==> src/rtl/slv_am_pkg.sv <==
package slv_am_pkg;
  localparam int ADDR_W   = 10;
  localparam int BYTE_W   = 8;
  localparam int A7_W     = 7;
  localparam int HI_W     = ADDR_W - BYTE_W;
  localparam int TAG_W    = BYTE_W - HI_W - 1;
  localparam logic [TAG_W-1:0]  TEN_BIT_TAG = 5'b11110;
  localparam logic [BYTE_W-1:0] GC_BYTE     = '0;

  typedef enum logic [1:0] {
    AM_IDLE   = 2'd0,
    AM_FIRST  = 2'd1,
    AM_SECOND = 2'd2
  } am_state_e;
endpackage

==> src/rtl/am_rst_sync.sv <==
module am_rst_sync #(
  parameter int STAGES = 2
) (
  input  logic clk,
  input  logic rst_n,
  output logic rst_sync_n
);
  logic [STAGES-1:0] chain_q;

  always_ff @(posedge clk or negedge rst_n) begin
    if (!rst_n) chain_q <= '0;
    else        chain_q <= {chain_q[STAGES-2:0], 1'b1};
  end

  assign rst_sync_n = chain_q[STAGES-1];
endmodule

==> src/rtl/am_masked_cmp.sv <==
module am_masked_cmp #(
  parameter int W = 8
) (
  input  logic [W-1:0] lhs,
  input  logic [W-1:0] rhs,
  input  logic [W-1:0] dont_care,
  output logic         equal
);
  logic [W-1:0] bit_ok;

  for (genvar i = 0; i < W; i++) begin : g_bit
    assign bit_ok[i] = dont_care[i] | (lhs[i] ~^ rhs[i]);
  end

  assign equal = &bit_ok;
endmodule

==> src/rtl/am_seq.sv <==
module am_seq
  import slv_am_pkg::*;
(
  input  logic clk,
  input  logic rst_n,
  input  logic start_det,
  input  logic byte_vld,
  input  logic inhibit,
  input  logic mode_10b,
  input  logic gc_hit,
  input  logic short_hit,
  input  logic tag_hit,
  input  logic low_hit,
  output logic hit,
  output logic hit_gc
);
  am_state_e state_q, state_d;

  always_comb begin
    state_d = state_q;
    hit     = 1'b0;
    hit_gc  = 1'b0;
    if (start_det) begin
      state_d = AM_FIRST;
    end else if (byte_vld) begin
      state_d = AM_IDLE;
      unique case (state_q)
        AM_FIRST: begin
          if (!inhibit) begin
            if (gc_hit) begin
              hit    = 1'b1;
              hit_gc = 1'b1;
            end else if (!mode_10b) begin
              hit = short_hit;
            end else if (tag_hit) begin
              state_d = AM_SECOND;
            end
          end
        end
        AM_SECOND: hit = !inhibit && low_hit;
        default:   hit = 1'b0;
      endcase
    end
  end

  always_ff @(posedge clk or negedge rst_n) begin
    if (!rst_n) state_q <= AM_IDLE;
    else        state_q <= state_d;
  end
endmodule

==> src/rtl/am_out_reg.sv <==
module am_out_reg (
  input  logic clk,
  input  logic rst_n,
  input  logic hit,
  input  logic hit_gc,
  output logic match_q,
  output logic gc_q
);
  logic gc_en_ld;

  assign gc_en_ld = hit;

  always_ff @(posedge clk or negedge rst_n) begin
    if (!rst_n) match_q <= 1'b0;
    else        match_q <= hit;
  end

  always_ff @(posedge clk or negedge rst_n) begin
    if (!rst_n)        gc_q <= 1'b0;
    else if (gc_en_ld) gc_q <= hit_gc;
  end
endmodule

==> src/rtl/slv_addr_match.sv <==
module slv_addr_match
  import slv_am_pkg::*;
(
  input  logic              clk,
  input  logic              rst_n,
  input  logic              start_det,
  input  logic              byte_vld,
  input  logic [BYTE_W-1:0] byte_data,
  input  logic [ADDR_W-1:0] own_addr,
  input  logic [ADDR_W-1:0] addr_mask,
  input  logic              mode_10b,
  input  logic              gc_en,
  input  logic              slave_inhibit,
  output logic              match_o,
  output logic              gcall_flag
);
  logic rst_int_n;
  logic short_hit, hi_hit, low_hit, tag_hit, gc_hit;
  logic hit, hit_gc;

  am_rst_sync #(.STAGES(2)) u_rst (
    .clk(clk), .rst_n(rst_n), .rst_sync_n(rst_int_n)
  );

  // 7-bit address sits in byte bits 7:1
  am_masked_cmp #(.W(A7_W)) u_cmp7 (
    .lhs(byte_data[BYTE_W-1:1]), .rhs(own_addr[A7_W-1:0]),
    .dont_care(addr_mask[A7_W-1:0]), .equal(short_hit)
  );

  // 10-bit upper address bits sit in byte bits 2:1 of the first byte
  am_masked_cmp #(.W(HI_W)) u_cmp_hi (
    .lhs(byte_data[HI_W:1]), .rhs(own_addr[ADDR_W-1:BYTE_W]),
    .dont_care(addr_mask[ADDR_W-1:BYTE_W]), .equal(hi_hit)
  );

  am_masked_cmp #(.W(BYTE_W)) u_cmp_lo (
    .lhs(byte_data), .rhs(own_addr[BYTE_W-1:0]),
    .dont_care(addr_mask[BYTE_W-1:0]), .equal(low_hit)
  );

  assign tag_hit = (byte_data[BYTE_W-1:HI_W+1] == TEN_BIT_TAG) && hi_hit;
  assign gc_hit  = gc_en && (byte_data == GC_BYTE);

  am_seq u_seq (
    .clk(clk), .rst_n(rst_int_n), .start_det(start_det), .byte_vld(byte_vld),
    .inhibit(slave_inhibit), .mode_10b(mode_10b), .gc_hit(gc_hit),
    .short_hit(short_hit), .tag_hit(tag_hit), .low_hit(low_hit),
    .hit(hit), .hit_gc(hit_gc)
  );

  am_out_reg u_out (
    .clk(clk), .rst_n(rst_int_n), .hit(hit), .hit_gc(hit_gc),
    .match_q(match_o), .gc_q(gcall_flag)
  );
endmodule

==> config.mk <==
export PLATFORM = sky130hd
export DESIGN_NAME = slv_addr_match
export DESIGN_NICKNAME = d
export VERILOG_FILES = /design/src/rtl/slv_am_pkg.sv /design/src/rtl/am_rst_sync.sv /design/src/rtl/am_masked_cmp.sv /design/src/rtl/am_seq.sv /design/src/rtl/am_out_reg.sv /design/src/rtl/slv_addr_match.sv
export SDC_FILE = /design/constraint.sdc
export NUM_CORES = 1
export LEC_CHECK = 0
export ABC_AREA = 0
export BUFFER_PORTS_ARGS = -buffer_cell sky130_fd_sc_hd__buf_2
export CORE_MARGIN = 4
export CORE_UTILIZATION = 39
export DETAILED_ROUTE_END_ITERATION = 12
export PLACE_DENSITY = 0.79
export SYNTH_ARGS = -nofsm -noshare
export SYNTH_HDL_FRONTEND = slang
export SYNTH_SLANG_ARGS = --single-unit
export TNS_END_PERCENT = 30
==> constraint.sdc <==
create_clock -name clk -period 0.8 [get_ports clk]
set_input_delay 0.04 -clock clk [delete_from_list [all_inputs] [get_ports clk]]
set_output_delay 0.04 -clock clk [all_outputs]
set_load 0.05 [all_outputs]
== Word level (Yosys, flattened, before mapping) ==
Index checks and enable logic that the tools add are counted.
Storage, ports and cells
  flip-flop bits (word level): 6
  bits of input ports: 35
  output and inout bits: 2
  word-level logic and storage cells: 68
Operators by class
  equality and inequality tests: 3
  multiplexer cells: 18
  bitwise gates (word level): 34
  reduce and logical (&&, ||, !) cells: 9
Operators by type and width (count)
  $or 1x1->1: 17
  $xnor 1x1->1: 17
  $mux 2: 7
  $mux 1: 10
  $logic_not 8->1: 1
  $reduce_and 8->1: 1
  $reduce_and 7->1: 1
  $eq 5x5->1 const B: 1
  $logic_and 1x1->1: 3
  $eq 2x1->1 const B: 1
  $eq 2x2->1 const B: 1
  $pmux 1 s2: 1
  $reduce_and 2->1: 1
  $reduce_bool 2->1: 1
  $logic_not 1->1: 1

== Logic depth before layout (Yosys ltp) ==
  depth in word-level cells: 11
  depth in mapped cells: 7
  mapped depth without buffers: 7

== Modules after synthesis ==
Synthesis repeated with hierarchy kept, for this count alone.
Second synthesis, totals
  cells, all modules: 55
  area total of the unflattened synthesis: 546.8 um2
By module, submodules not included
  am_seq: instances 1, cells each 16, area each 155.1 um2, sequential area each 50.0 um2
  am_masked_cmp at u_cmp_lo: instances 1, cells each 13, area each 107.6 um2, sequential area each 0.0 um2
  am_masked_cmp at u_cmp7: instances 1, cells each 12, area each 96.3 um2, sequential area each 0.0 um2
  am_out_reg: instances 1, cells each 3, area each 65.1 um2, sequential area each 50.0 um2
  am_rst_sync: instances 1, cells each 3, area each 53.8 um2, sequential area each 50.0 um2
  slv_addr_match: instances 1, cells each 5, area each 42.5 um2, sequential area each 0.0 um2
  am_masked_cmp at u_cmp_hi: instances 1, cells each 3, area each 26.3 um2, sequential area each 0.0 um2

== Least setup slack after synthesis ==
No wires, ideal clock.
  path kind: reg2reg
  from: register u_seq.state_q[0]
  to: register u_out.gc_q
  setup time: 0.118 ns
  data arrival time: 1.467 ns
  required time: 0.682 ns
  setup slack: -0.785 ns
  stages on the path, launching flop included: 7
  buffers on the path: 0
  clock period less this slack: 1.585 ns
  cell sequence: dfrtp_1 -> inv_1 -> ha_1 -> or4b_1 -> nand2_1 -> o31ai_1 -> a21o_1
Between the ends
  cells in the longest elaborated chain, start to end: 4
  elaborated cells between the ends (all ways): 8
  those cells by class: eq/ne: 2; mux: 6
Ends and longest elaborated chain
  start, declared: line am_seq.sv:17  | am_state_e state_q, state_d;
  start signal, assigned: line am_seq.sv:48  | else state_q <= state_d;
  $eq 2x2->1 or $eq 2x1->1 (tied branches): line am_seq.sv:27  | unique case (state_q)
  $pmux 1 s2 or $mux 1 (tied branches): line am_seq.sv:27
  $mux 1: line am_seq.sv:25  | end else if (byte_vld) begin
  $mux 1: line am_seq.sv:23  | if (start_det) begin
  end signal, assigned: line am_out_reg.sv:20  | else if (gc_en_ld) gc_q <= hit_gc;
  end, declared: line am_out_reg.sv:7  | output logic gc_q
Parallel ways exist; a longest one is shown, timed or not.
A chain may end at the register's enable or synchronous reset.

== Final worst setup path ==
Same ends and word-level chain as after synthesis.

==> flow_metrics.py <==
metrics = {
    "setup_path": {
        "worstPathRequired_ns": 0.92,
        "slowest_stage": "or4b_4",
        "worstSetupStartpointType": "flip-flop",
        "cp_max_fo": 3,
        "crit_path_end_kind": "flip-flop",
        "cpPeakStageDelay_ns": 0.55,
        "cp.arrival_ns": 1.73,
        "path_cells": "inv_2 -> ha_4 -> or4b_4 -> nand2_2 -> o31ai_2 -> a21o_1",
        "worstSetupPathType": "flip-flop to flip-flop",
        "critical-path-top-delay-family": "simple AND/OR/NAND/NOR gates",
        "worstRegToRegCells": 6,
        "timing.rr.start": "u_seq.state_q[0]",
        "reg2reg_to": "u_out.gc_q",
        "r2r_slack_ns": -0.82,
        "crit_buf_inv": 1,
    },
    "finish": {
        "n_fill_cell": 105,
        "seq_area_sq_um": 150.1,
        "n_antenna_cell": 0,
        "fin_cells": 125,
        "multiInputGateArea_sq_um": 446.7,
        "syn_to_final_growth_pct": 76.36,
        "utilization": 0.7264,
        "layout-drive-gt1-share": 0.5636,
        "num-nets-final": 149,
    },
    "run_status": {
        "violations": "negative setup slack",
        "status": "finished with violations",
    },
    "grt": {
        "grt_first_pass_wirelength_mm": 2.421,
        "first_global_vias": 653,
        "grt_start_max_net_pins": 5,
        "antenna_found_initial": 0,
        "track_usage": 0.1561,
        "overflow": 0,
    },
    "yosys": {
        "ys_ff_latch": 6,
        "synth_area_per_cell_sq_um": 8.821,
        "synth_common_cells": "17 x xnor2_1, 6 x dfrtp_1, 6 x o22ai_1",
        "yosys_warnings": 0,
        "ys_types": 23,
        "synth_top_area_share": 0.2837,
        "ys.flop_type": "dfrtp_1",
        "syn-num-nets": 97,
        "synthCells": 60,
        "synth_area_leaders": "dfrtp_1 28%, xnor2_1 28%, o22ai_1 7.1%, ha_1 4.7%, nor2_1 3.5%",
        "synth-edff-count": 0,
        "synthArstFlopShare": 1.000,
        "yosysMostFrequentCell": "xnor2_1",
        "synth_area_leader_cell": "dfrtp_1",
        "syn_area_sq_um": 529.3,
        "ys_seq_area_frac": 0.2837,
    },
    "clocking": {
        "cts_tree": "done",
        "clockRootBuffer": "clkbuf_4",
        "htreeDepth": 1,
        "clk_latency_ns": 0.23,
        "cts_buffers": 3,
        "cts.sinks": 6,
        "clkTransAtPathRegs_ns": 0.04,
        "cts_max_path_buffers": 2,
    },
    "timing": {
        "finalCriticalPeriod_ns": 1.616,
        "setup_violations": 5,
        "hold_viol_final": 0,
        "hold_slack_ns": 0.03980,
        "tns_ns": -2.208,
        "fmax_mhz": 618.8,
        "rsz0062_at_grt": "yes",
        "slew_violations": 0,
        "fin_crit_sh": 2.020,
        "setup_ws_ns": -0.8162,
        "skew_ns": 0.0004734,
    },
    "placed_design": {
        "dp_hpwl_mm": 1.253,
        "gp_congestion": 0.8541,
        "portBuffers": 36,
        "dp_cells": 118,
    },
    "floorplan": {
        "design.portCount": 37,
        "die_area_sq_um": 2011,
        "rows": 13,
        "core_sq_um": 1285,
        "die_x_um": 44.84,
        "start_util": 0.4119,
        "die_h_um": 44.84,
    },
    "power_and_ir_drop": {
        "p_leak_nw": 0.4167,
        "p_per_area_nw_per_um2": 1001,
        "vdd_drop_max_mv": 1.312,
    },
    "detailed_routing": {
        "route.detailed.drc": 0,
        "drtPass1Iterations": 4,
        "avgViaCountPerCell": 5.168,
        "initialDrtViolationCount": 7,
        "wl_per_cell_um": 13.08,
        "route.vias.total": 646,
        "routed_wl_mm": 1.635,
        "drtAntennaViolNets": 0,
    },
    "flow_run": {
        "max-cap-violations": 0,
    },
    "min_path": {
        "hp-class": "input port to flip-flop",
        "worstHoldPathCells": 2,
        "hold-path-endpoint": "u_seq.state_q[0]",
        "holdCritStartpoint": "start_det",
    },
}
## through the flow
stage | setup slack (ns) | instance area (sq um) | power [mW]
after CTS | -0.7933 | 847.1 | 0.9006
after global routing | -0.8744 | 933.4 | 0.9948
final | -0.8162 | 933.4 | 0.9342
after global placement | -0.7714 | 784.5 | 0.6266
after detailed placement | -0.8174 | 784.5 | 0.6306
after floorplan | -0.7232 | 533.0 | 0.4607
## state kept, by name, summed over array words and instances, names as in the netlist
register and count:
u_rst.chain_q 2, u_seq.state_q 2, u_out.match_q 1, u_out.gc_q 1
## cell usage in the layout (no fill, tap or decap), types with 2 or more instances in the layout
cell           count
inv_2              2
inv_1              2
xnor2_1           17
buf_6              2
buf_2             34
clkbuf_4           3
buf_4              9
nor2_1             4
dfrtp_1            6
ha_4               2
o22ai_1            6
nor3_1             2
dlygate4sd3_1      2
## routing by layer
| layer | track usage | vias up | share of wire |
|---|---|---|---|
| met2 | 0.3066 | 27 | 0.51 |
| li1 | - | 317 | - |
| met4 | 0.04094 | 0 | 0.013 |
| met3 | 0.04781 | 2 | 0.11 |
| met5 | 0 | - | 0 |
| met1 | 0.1556 | 300 | 0.37 |
## report_power, final
group / leakage, nW / internal (mW) / total, mW / switching (mW)
sequential: 0.0708 / 0.314 / 0.321 / 0.00693
combinational: 0.332 / 0.202 / 0.364 / 0.162
clock: 0.0138 / 0.168 / 0.250 / 0.0817
total: 0.417 / 0.684 / 0.934 / 0.251
## cells by family (layout without fill, tap and decap cells)
logic type	count (synthesis)	after routing	synth area share
XOR/XNOR	17	17	0.2813
AND/OR/NAND/NOR	16	16	0.1679
AO/OA/AOI/OAI	13	13	0.1631
flip-flops	6	6	0.2837
buffers and inverters	4	54	0.02836
adder cells (fa/ha/maj)	2	2	0.04727
other	1	1	0.007085
multiplexers	1	1	0.02128
## worst max path at each step
stage               cells after the start          endpoint        startpoint
finish                                  6        u_out.gc_q  u_seq.state_q[0]
global route                            6        u_out.gc_q  u_seq.state_q[0]
floorplan                               5        u_out.gc_q  u_seq.state_q[1]
global placement                        6        u_out.gc_q  u_seq.state_q[0]
detailed placement                      7  u_seq.state_q[1]  u_seq.state_q[1]
CTS                                     6        u_out.gc_q  u_seq.state_q[0]
## worst reg2reg max path: stages (launching register included)
cell and delay (ns):
dfrtp_1 0.38, inv_2 0.08, ha_4 0.20, or4b_4 0.55, nand2_2 0.09, o31ai_2 0.06
a21o_1 0.15
## final cells by class
type	count	area share
clock buffer	3	0.02413
inverter	4	0.01609
multi-input combinational	50	0.4786
sequential	6	0.1609
tap	15	0.02011
timing repair buffer	47	0.3003
## repair_timing
action,4_1_cts,5_1_grt
buffers inserted,0,2
pin swaps,2,6
hold buffers,2,0
endpoints found under the setup margin,5,5
endpoints found under the hold margin,3,0
gates resized for setup,6,14
Power figures use the tool's default switching activity.
